--- src/rtl/spi_timing_pkg.sv ---
package spi_timing_pkg;

  typedef enum logic [3:0] {
    ST_IDLE,
    ST_BASE,
    ST_CYC,
    ST_SCK,
    ST_EXP,
    ST_PER,
    ST_LEAD,
    ST_GAP,
    ST_LAG,
    ST_PACK
  } calc_state_t;

  localparam int unsigned NUM_FIELDS = 4;
  localparam int unsigned FLD_DIV    = 0;
  localparam int unsigned FLD_GAP    = 1;
  localparam int unsigned FLD_LEAD   = 2;
  localparam int unsigned FLD_LAG    = 3;

  function automatic int unsigned field_offset(input int unsigned idx);
    return (idx == FLD_GAP) ? 2 : 1;
  endfunction

endpackage

--- src/rtl/spi_udiv.sv ---
module spi_udiv #(
  parameter int unsigned W = 32
) (
  input  logic         clk,
  input  logic         rst,
  input  logic         go,
  input  logic [W-1:0] dividend,
  input  logic [W-1:0] divisor,
  output logic         busy,
  output logic         done,
  output logic [W-1:0] quot,
  output logic [W-1:0] rem
);
  localparam int unsigned CW = $clog2(W + 1);

  logic [W-1:0]  q_r, r_r, d_r;
  logic [CW-1:0] cnt_r;
  logic          busy_r, done_r;
  logic [W:0]    part, trial;

  assign part  = {r_r, q_r[W-1]};
  assign trial = part - {1'b0, d_r};

  always_ff @(posedge clk) begin
    if (rst) begin
      q_r    <= '0;
      r_r    <= '0;
      d_r    <= '0;
      cnt_r  <= '0;
      busy_r <= 1'b0;
      done_r <= 1'b0;
    end else begin
      done_r <= 1'b0;
      if (go && !busy_r) begin
        q_r    <= dividend;
        r_r    <= '0;
        d_r    <= divisor;
        cnt_r  <= CW'(W);
        busy_r <= 1'b1;
      end else if (busy_r) begin
        if (!trial[W]) begin
          r_r <= trial[W-1:0];
          q_r <= {q_r[W-2:0], 1'b1};
        end else begin
          r_r <= part[W-1:0];
          q_r <= {q_r[W-2:0], 1'b0};
        end
        cnt_r <= cnt_r - 1'b1;
        if (cnt_r == CW'(1)) begin
          busy_r <= 1'b0;
          done_r <= 1'b1;
        end
      end
    end
  end

  assign busy = busy_r;
  assign done = done_r;
  assign quot = q_r;
  assign rem  = r_r;

  AST_DIV_REM_BOUND: assert property (@(posedge clk) disable iff (rst)
    (done_r && (d_r != '0)) |-> (r_r < d_r));

  AST_DIV_NO_REISSUE: assert property (@(posedge clk) disable iff (rst)
    go |-> !busy_r);

endmodule

--- src/rtl/spi_lzc.sv ---
module spi_lzc #(
  parameter int unsigned W  = 32,
  parameter int unsigned CW = $clog2(W + 1)
) (
  input  logic [W-1:0]  val,
  output logic [CW-1:0] zeros
);
  always_comb begin
    logic seen;
    seen  = 1'b0;
    zeros = '0;
    for (int i = W - 1; i >= 0; i--) begin
      if (!seen) begin
        if (val[i]) seen = 1'b1;
        else        zeros = zeros + 1'b1;
      end
    end
  end
endmodule

--- src/rtl/spi_field_fit.sv ---
module spi_field_fit #(
  parameter int unsigned VW   = 33,
  parameter int unsigned FW   = 8,
  parameter int unsigned OFFS = 1
) (
  input  logic [VW-1:0] val,
  output logic [FW-1:0] fld
);
  localparam logic [VW-1:0] OFFS_V = VW'(OFFS);
  localparam logic [VW-1:0] MAX_V  = VW'((1 << FW) - 1);

  logic [VW-1:0] adj;

  always_comb begin
    adj = (val >= OFFS_V) ? (val - OFFS_V) : val;
    fld = (adj > MAX_V) ? MAX_V[FW-1:0] : adj[FW-1:0];
  end
endmodule

--- src/rtl/spi_timing_calc.sv ---
module spi_timing_calc
  import spi_timing_pkg::*;
#(
  parameter int unsigned DW       = 32,
  parameter int unsigned FW       = 8,
  parameter int unsigned EW       = 3,
  parameter int unsigned NS_PER_S = 1_000_000_000
) (
  input  logic                     clk,
  input  logic                     rst,
  input  logic                     start,
  input  logic [DW-1:0]            root_hz,
  input  logic [DW-1:0]            sck_max_hz,
  input  logic [DW-1:0]            lead_ns,
  input  logic [DW-1:0]            gap_ns,
  input  logic [DW-1:0]            lag_ns,
  output logic [NUM_FIELDS*FW-1:0] ctrl_word,
  output logic [EW-1:0]            prescale,
  output logic                     err,
  output logic                     done
);
  localparam int unsigned   LZW       = $clog2(DW + 1);
  localparam int unsigned   EXP_MAX   = (1 << EW) - 1;
  localparam int unsigned   FIT_ZEROS = DW - FW;
  localparam logic [DW-1:0] NS_V      = DW'(NS_PER_S);
  localparam logic [DW-1:0] FIT_LIMIT = DW'(1 << FW);

  calc_state_t st;
  logic             go_r;
  logic [DW-1:0]    root_r, sck_r, lead_r, gap_r, lag_r, maxd_r;
  logic [DW-1:0]    base_r, cyc_r, div_r, per_r;
  logic [EW-1:0]    exp_r;
  logic             ovf_r;
  logic [DW:0]      ceil_r [NUM_FIELDS];

  logic [NUM_FIELDS*FW-1:0] ctrl_q;
  logic [EW-1:0]            prescale_q;
  logic                     err_q, done_q;

  // largest requested delay at the start cycle
  logic [DW-1:0] max_lead_gap, maxd_w;
  assign max_lead_gap = (lead_ns > gap_ns) ? lead_ns : gap_ns;
  assign maxd_w       = (max_lead_gap > lag_ns) ? max_lead_gap : lag_ns;

  // shared divider
  logic [DW-1:0] dv_n, dv_d, dv_q, dv_r;
  logic          dv_busy, dv_done;

  always_comb begin
    dv_n = '0;
    dv_d = '0;
    case (st)
      ST_BASE: begin dv_n = NS_V;   dv_d = root_r;          end
      ST_CYC:  begin dv_n = maxd_r; dv_d = base_r;          end
      ST_SCK:  begin dv_n = root_r; dv_d = sck_r;           end
      ST_PER:  begin dv_n = NS_V;   dv_d = root_r >> exp_r; end
      ST_LEAD: begin dv_n = lead_r; dv_d = per_r;           end
      ST_GAP:  begin dv_n = gap_r;  dv_d = per_r;           end
      ST_LAG:  begin dv_n = lag_r;  dv_d = per_r;           end
      default: begin dv_n = '0;     dv_d = '0;              end
    endcase
  end

  spi_udiv #(.W(DW)) u_div (
    .clk      (clk),
    .rst      (rst),
    .go       (go_r),
    .dividend (dv_n),
    .divisor  (dv_d),
    .busy     (dv_busy),
    .done     (dv_done),
    .quot     (dv_q),
    .rem      (dv_r)
  );

  // ceiling of the current quotient
  logic [DW:0] ceil_w;
  assign ceil_w = {1'b0, dv_q} + (DW + 1)'(|dv_r);

  // exponent selection
  logic [DW-1:0]  m_w;
  logic [LZW-1:0] lz_w;
  logic [LZW-1:0] exp_raw_w;
  logic [EW-1:0]  exp_sat_w;
  logic           exp_ovf_w;

  assign m_w = (cyc_r > div_r) ? cyc_r : div_r;

  spi_lzc #(.W(DW), .CW(LZW)) u_lzc (
    .val   (m_w),
    .zeros (lz_w)
  );

  always_comb begin
    exp_raw_w = (lz_w >= LZW'(FIT_ZEROS)) ? '0 : (LZW'(FIT_ZEROS) - lz_w);
    exp_ovf_w = (exp_raw_w > LZW'(EXP_MAX));
    exp_sat_w = exp_ovf_w ? EW'(EXP_MAX) : exp_raw_w[EW-1:0];
  end

  // field fitting: offset then saturation, one per field
  logic [FW-1:0]            fld_w [NUM_FIELDS];
  logic [NUM_FIELDS*FW-1:0] packed_w;

  for (genvar gi = 0; gi < NUM_FIELDS; gi++) begin : g_fit
    spi_field_fit #(
      .VW   (DW + 1),
      .FW   (FW),
      .OFFS (field_offset(gi))
    ) u_fit (
      .val (ceil_r[gi]),
      .fld (fld_w[gi])
    );
    assign packed_w[gi*FW +: FW] = fld_w[gi];
  end

  // sequencer
  always_ff @(posedge clk) begin
    if (rst) begin
      st         <= ST_IDLE;
      go_r       <= 1'b0;
      root_r     <= '0;
      sck_r      <= '0;
      lead_r     <= '0;
      gap_r      <= '0;
      lag_r      <= '0;
      maxd_r     <= '0;
      base_r     <= '0;
      cyc_r      <= '0;
      div_r      <= '0;
      per_r      <= '0;
      exp_r      <= '0;
      ovf_r      <= 1'b0;
      for (int i = 0; i < NUM_FIELDS; i++) ceil_r[i] <= '0;
      ctrl_q     <= '0;
      prescale_q <= '0;
      err_q      <= 1'b0;
      done_q     <= 1'b0;
    end else begin
      go_r   <= 1'b0;
      done_q <= 1'b0;
      case (st)
        ST_IDLE: begin
          if (start) begin
            root_r <= root_hz;
            sck_r  <= sck_max_hz;
            lead_r <= lead_ns;
            gap_r  <= gap_ns;
            lag_r  <= lag_ns;
            maxd_r <= maxd_w;
            st     <= ST_BASE;
            go_r   <= 1'b1;
          end
        end
        ST_BASE: begin
          if (dv_done) begin
            base_r <= dv_q;
            st     <= ST_CYC;
            go_r   <= 1'b1;
          end
        end
        ST_CYC: begin
          if (dv_done) begin
            cyc_r <= dv_q;
            st    <= ST_SCK;
            go_r  <= 1'b1;
          end
        end
        ST_SCK: begin
          if (dv_done) begin
            div_r <= dv_q;
            st    <= ST_EXP;
          end
        end
        ST_EXP: begin
          exp_r <= exp_sat_w;
          ovf_r <= exp_ovf_w;
          st    <= ST_PER;
          go_r  <= 1'b1;
        end
        ST_PER: begin
          if (dv_done) begin
            per_r           <= dv_q;
            ceil_r[FLD_DIV] <= {1'b0, div_r >> exp_r};
            st              <= ST_LEAD;
            go_r            <= 1'b1;
          end
        end
        ST_LEAD: begin
          if (dv_done) begin
            ceil_r[FLD_LEAD] <= ceil_w;
            st               <= ST_GAP;
            go_r             <= 1'b1;
          end
        end
        ST_GAP: begin
          if (dv_done) begin
            ceil_r[FLD_GAP] <= ceil_w;
            st              <= ST_LAG;
            go_r            <= 1'b1;
          end
        end
        ST_LAG: begin
          if (dv_done) begin
            ceil_r[FLD_LAG] <= ceil_w;
            st              <= ST_PACK;
          end
        end
        ST_PACK: begin
          ctrl_q     <= packed_w;
          prescale_q <= exp_r;
          err_q      <= ovf_r;
          done_q     <= 1'b1;
          st         <= ST_IDLE;
        end
        default: st <= ST_IDLE;
      endcase
    end
  end

  assign ctrl_word = ctrl_q;
  assign prescale  = prescale_q;
  assign err       = err_q;
  assign done      = done_q;

  AST_DONE_PULSE: assert property (@(posedge clk) disable iff (rst)
    done_q |=> !done_q);

  AST_OUT_HOLD: assert property (@(posedge clk) disable iff (rst)
    !done_q |-> ($stable(ctrl_q) && $stable(prescale_q) && $stable(err_q)));

  AST_ERR_SATURATES: assert property (@(posedge clk) disable iff (rst)
    (done_q && err_q) |-> (prescale_q == EW'(EXP_MAX)));

  AST_EXP_ZERO_FIT: assert property (@(posedge clk) disable iff (rst)
    ((st == ST_EXP) && (m_w < FIT_LIMIT)) |=> (exp_r == '0));

  AST_DIV_IDLE_OUTSIDE: assert property (@(posedge clk) disable iff (rst)
    (st == ST_IDLE) |-> !dv_busy);

endmodule

--- config.mk ---
export PLATFORM = sky130hd
export DESIGN_NAME = spi_timing_calc
export DESIGN_NICKNAME = d
export VERILOG_FILES = /design/src/rtl/spi_timing_pkg.sv /design/src/rtl/spi_udiv.sv /design/src/rtl/spi_lzc.sv /design/src/rtl/spi_field_fit.sv /design/src/rtl/spi_timing_calc.sv
export SDC_FILE = /design/constraint.sdc
export NUM_CORES = 2
export LEC_CHECK = 0
export BUFFER_PORTS_ARGS = -buffer_cell sky130_fd_sc_hd__buf_2
export CAP_MARGIN = 15
export CORE_MARGIN = 8
export CORE_UTILIZATION = 55
export CTS_CLUSTER_SIZE = 25
export DETAILED_ROUTE_END_ITERATION = 6
export GPL_TIMING_DRIVEN = 0
export PLACE_DENSITY_LB_ADDON = 0.2
export SLEW_MARGIN = 20
export SYNTH_ARGS = -nofsm -noshare
export SYNTH_HDL_FRONTEND = slang
export SYNTH_SLANG_ARGS = --single-unit
--- constraint.sdc ---
create_clock -name clk -period 31.2 [get_ports clk]
set_clock_uncertainty 0.05 [all_clocks]
set_input_delay 3.12 -clock clk [delete_from_list [all_inputs] [get_ports clk]]
set_output_delay 3.12 -clock clk [all_outputs]
set_load 0.02 [all_outputs]
==> run metrics <==
top post-synthesis cells by area dfxtp_1, edfxtp_1, nand2_1; clock share of power 0.421; DRT Wirelength 125.6 mm; pwr/cell area between 40 and 50 nW/µm²; Slew @ Worst Pin 1.172 ns; latest clock arrival within the worst-skew pair roughly 0.63 ns; most frequent cells in the layout nand2_1, a21oi_1, nor2_1; slowest stage delay, CP roughly 0.59 ns; fillcell total a little over 6000; final instance area between 40000 and 50000 µm²; cts repair resizes 0; violated checks DRC; Slew Viols, Final 0; CP Launch Type register; initial core utilization 0.5525; CTS tree built; peak supply drop roughly 0.000038 V; die height between 200 and 300 µm; iteration-0 DRC count of the detailed router ~3600; syn nets between 4000 and 5000; Yosys Warn Count 0; GRT Total Usage 0.3194; Switching Share 0.2834; worst hold path class reg -> reg; CP max stage cell a211oi_1; DP Area about 39000 µm²; Final GP Congestion 1.007; crit end category register; sequential share of power 0.427; # rows 95; FFs w/ async S/R, synth 0; crit path kind reg -> reg; Inserted Clock Buffers ~70; total power between 1.5 and 2 mW; DR WL/cell ~21 µm; flop-to-flop setup slack about 6.4 ns; Die Width 275.3 µm; R2R depth approximately 110; clock buffer depth 3; Critical Path RT about 32 ns; Residual DRC 8; antenna violations before repair 3; Leak around 16 nW; Layout Nets between 5000 and 6000; number of global-route vias before repair approximately 33000; clock slew seen by the registers of the worst setup and hold paths roughly 0.060 ns; max_cap viols 0; vias after detailed routing approximately 36000; DP Worst Slack slightly below 7 ns; setup TNS 0 ns; clock sinks around 600; Final ANT Viol Nets 0; Yosys reg bits about 600; Post-CTS Hold Buffers 0; commonest non-fill, non-tap cell in the layout nand2_1; P_int 1.430 mW; total die area approximately 76000 µm²; fmax 40.29 MHz; cell taking the most area after synthesis dfxtp_1; setup ws final 6.377 ns; final period utilization 0.7956; layout cell share with drive strength beyond 1 0.09179; CTS root buf clkbuf_16; worst rel slew slack 0.2187; Net Switching between 500 and 600 µW; area growth from synthesis to layout 12.24%; Vias/cell approximately 6; Avg Inst Size Synth slightly below 8 µm²; Worst Path Max Fanout 10; RSZ-0062 raised after global routing no; Hold Crit Depth 2; Worst Path Arrival about 25 ns; Distinct cells, synth ~100; final hold viol count 0; Mapped Area between 30000 and 40000 µm²; post-DP HPWL around 96 mm; core footprint ~67000 µm²; first drt pass iteration count 7; Post-synth EDFFs around 130; Yosys top cell area share 0.2545; most frequent CP cell ha_1; Final setup viols 0; register area share after synthesis 0.3617; Congestion Overflow GR 0; input/output buffers around 200; num ports 200; first-pass GRT wire length between 150 and 200 mm; Most used DFF post-synth dfxtp_1; post-layout min period roughly 25 ns; largest net degree at the start of global routing 34; Post-Syn Instances about 4700; status finished, violations left; H-tree depth 3; Final Util 0.6201; Gate power share 0.152; Post-CTS Setup Inserts 0
[critical path: cells and delay by family, from the launching register on]
family / cells / cell delay, ns
compound gates: 38 / 7.14
xor+xnor: 1 / 0.13
fa+ha+maj: 30 / 8.95
buf+inv: 16 / 3.40
flops: 1 / 0.30
mux: 15 / 3.16
simple gates: 13 / 1.53
[per-layer routing]
| metal | vias to the layer above | GRT usage | wire, µm |
|---|---|---|---|
| li1 | 16899 | - | - |
| met1 | 16803 | 0.4142 | 51670 |
| met2 | 1648 | 0.5010 | 55390 |
| met3 | 379 | 0.07223 | 11910 |
| met4 | 0 | 0.1552 | 6641 |
| met5 | - | 0 | 0 |
[stage by stage]
stage          hold slack (ns)  instances
6_report                0.4010       5855
5_1_grt                 0.4171       5852
4_1_cts                 0.4036       5852
3_5_place_dp            0.3956       5728
3_3_place_gp            0.3914       5725
2_1_floorplan           0.3823       4653
[path summary, 6_finish.rpt]
path,start,end
worst max-delay path,div_r[31]$_SDFFE_PP0P_,exp_r[2]$_SDFFE_PP0P_
worst max register to register,div_r[31]$_SDFFE_PP0P_,exp_r[2]$_SDFFE_PP0P_
worst min register to register,lead_r[27]$_SDFFE_PP0P_,lead_r[27]$_SDFFE_PP0P_
worst min-delay path,lead_r[27]$_SDFFE_PP0P_,lead_r[27]$_SDFFE_PP0P_
[layout make-up]
type	count	area, µm²	area share
inverter	193	724.4	0.01746
tap	873	1092	0.02632
multi-input combinational	3552	21730	0.5237
buffer	306	1190	0.02867
clock buffer	97	1976	0.04761
antenna	3	7.507	0.0001809
timing repair buffer	202	1049	0.02527
clock inverter	27	355.3	0.008563
sequential	602	13370	0.3222
[logic make-up after synthesis]
group / share of synthesized area
AOI/OAI and AO/OA: 0.1802
xor gates and xnor gates: 0.04816
buffers and inverters: 0.05178
DFF: 0.3617
muxes: 0.07807
and+or+nand+nor: 0.2218
other: 0.0001014
adders and majority gates: 0.05827
[sequential cells by signal, indices dropped and copies added (netlist names), 3 cells and up]
register     count
maxd_r          32
ceil_r         132
prescale         3
per_r           32
sck_r           32
u_div.cnt_r      6
div_r           32
cyc_r           32
exp_r            3
lag_r           32
gap_r           32
u_div.d_r       32
st               4
u_div.quot      32
lead_r          32
u_div.rem       32
root_r          32
ctrl_word       32
base_r          32
[Yosys cell counts (all sizes together), types with 48 or more instances]
| master | count |
|---|---|
| mux2i | 205 |
| clkbuf | 282 |
| xor2 | 75 |
| nor3 | 102 |
| a211oi | 90 |
| ha | 169 |
| nor2 | 484 |
| nor4 | 57 |
| inv | 193 |
| mux2 | 59 |
| edfxtp | 132 |
| o21ai | 190 |
| nand2 | 870 |
| dfxtp | 470 |
| xnor2 | 88 |
| nand3 | 66 |
| o211ai | 48 |
| a21oi | 497 |
[power by group through the flow]
stage               Combinational [mW]  Sequential (mW)  Clock (mW)
floorplan                        0.211            0.856           0
global placement                 0.290            0.867           0
detailed placement               0.295            0.868           0
CTS                              0.297            0.851       0.841
global route                     0.332            0.854       0.873
finish                           0.303            0.853       0.839
Note: power is estimated with default switching activity, not from simulation.
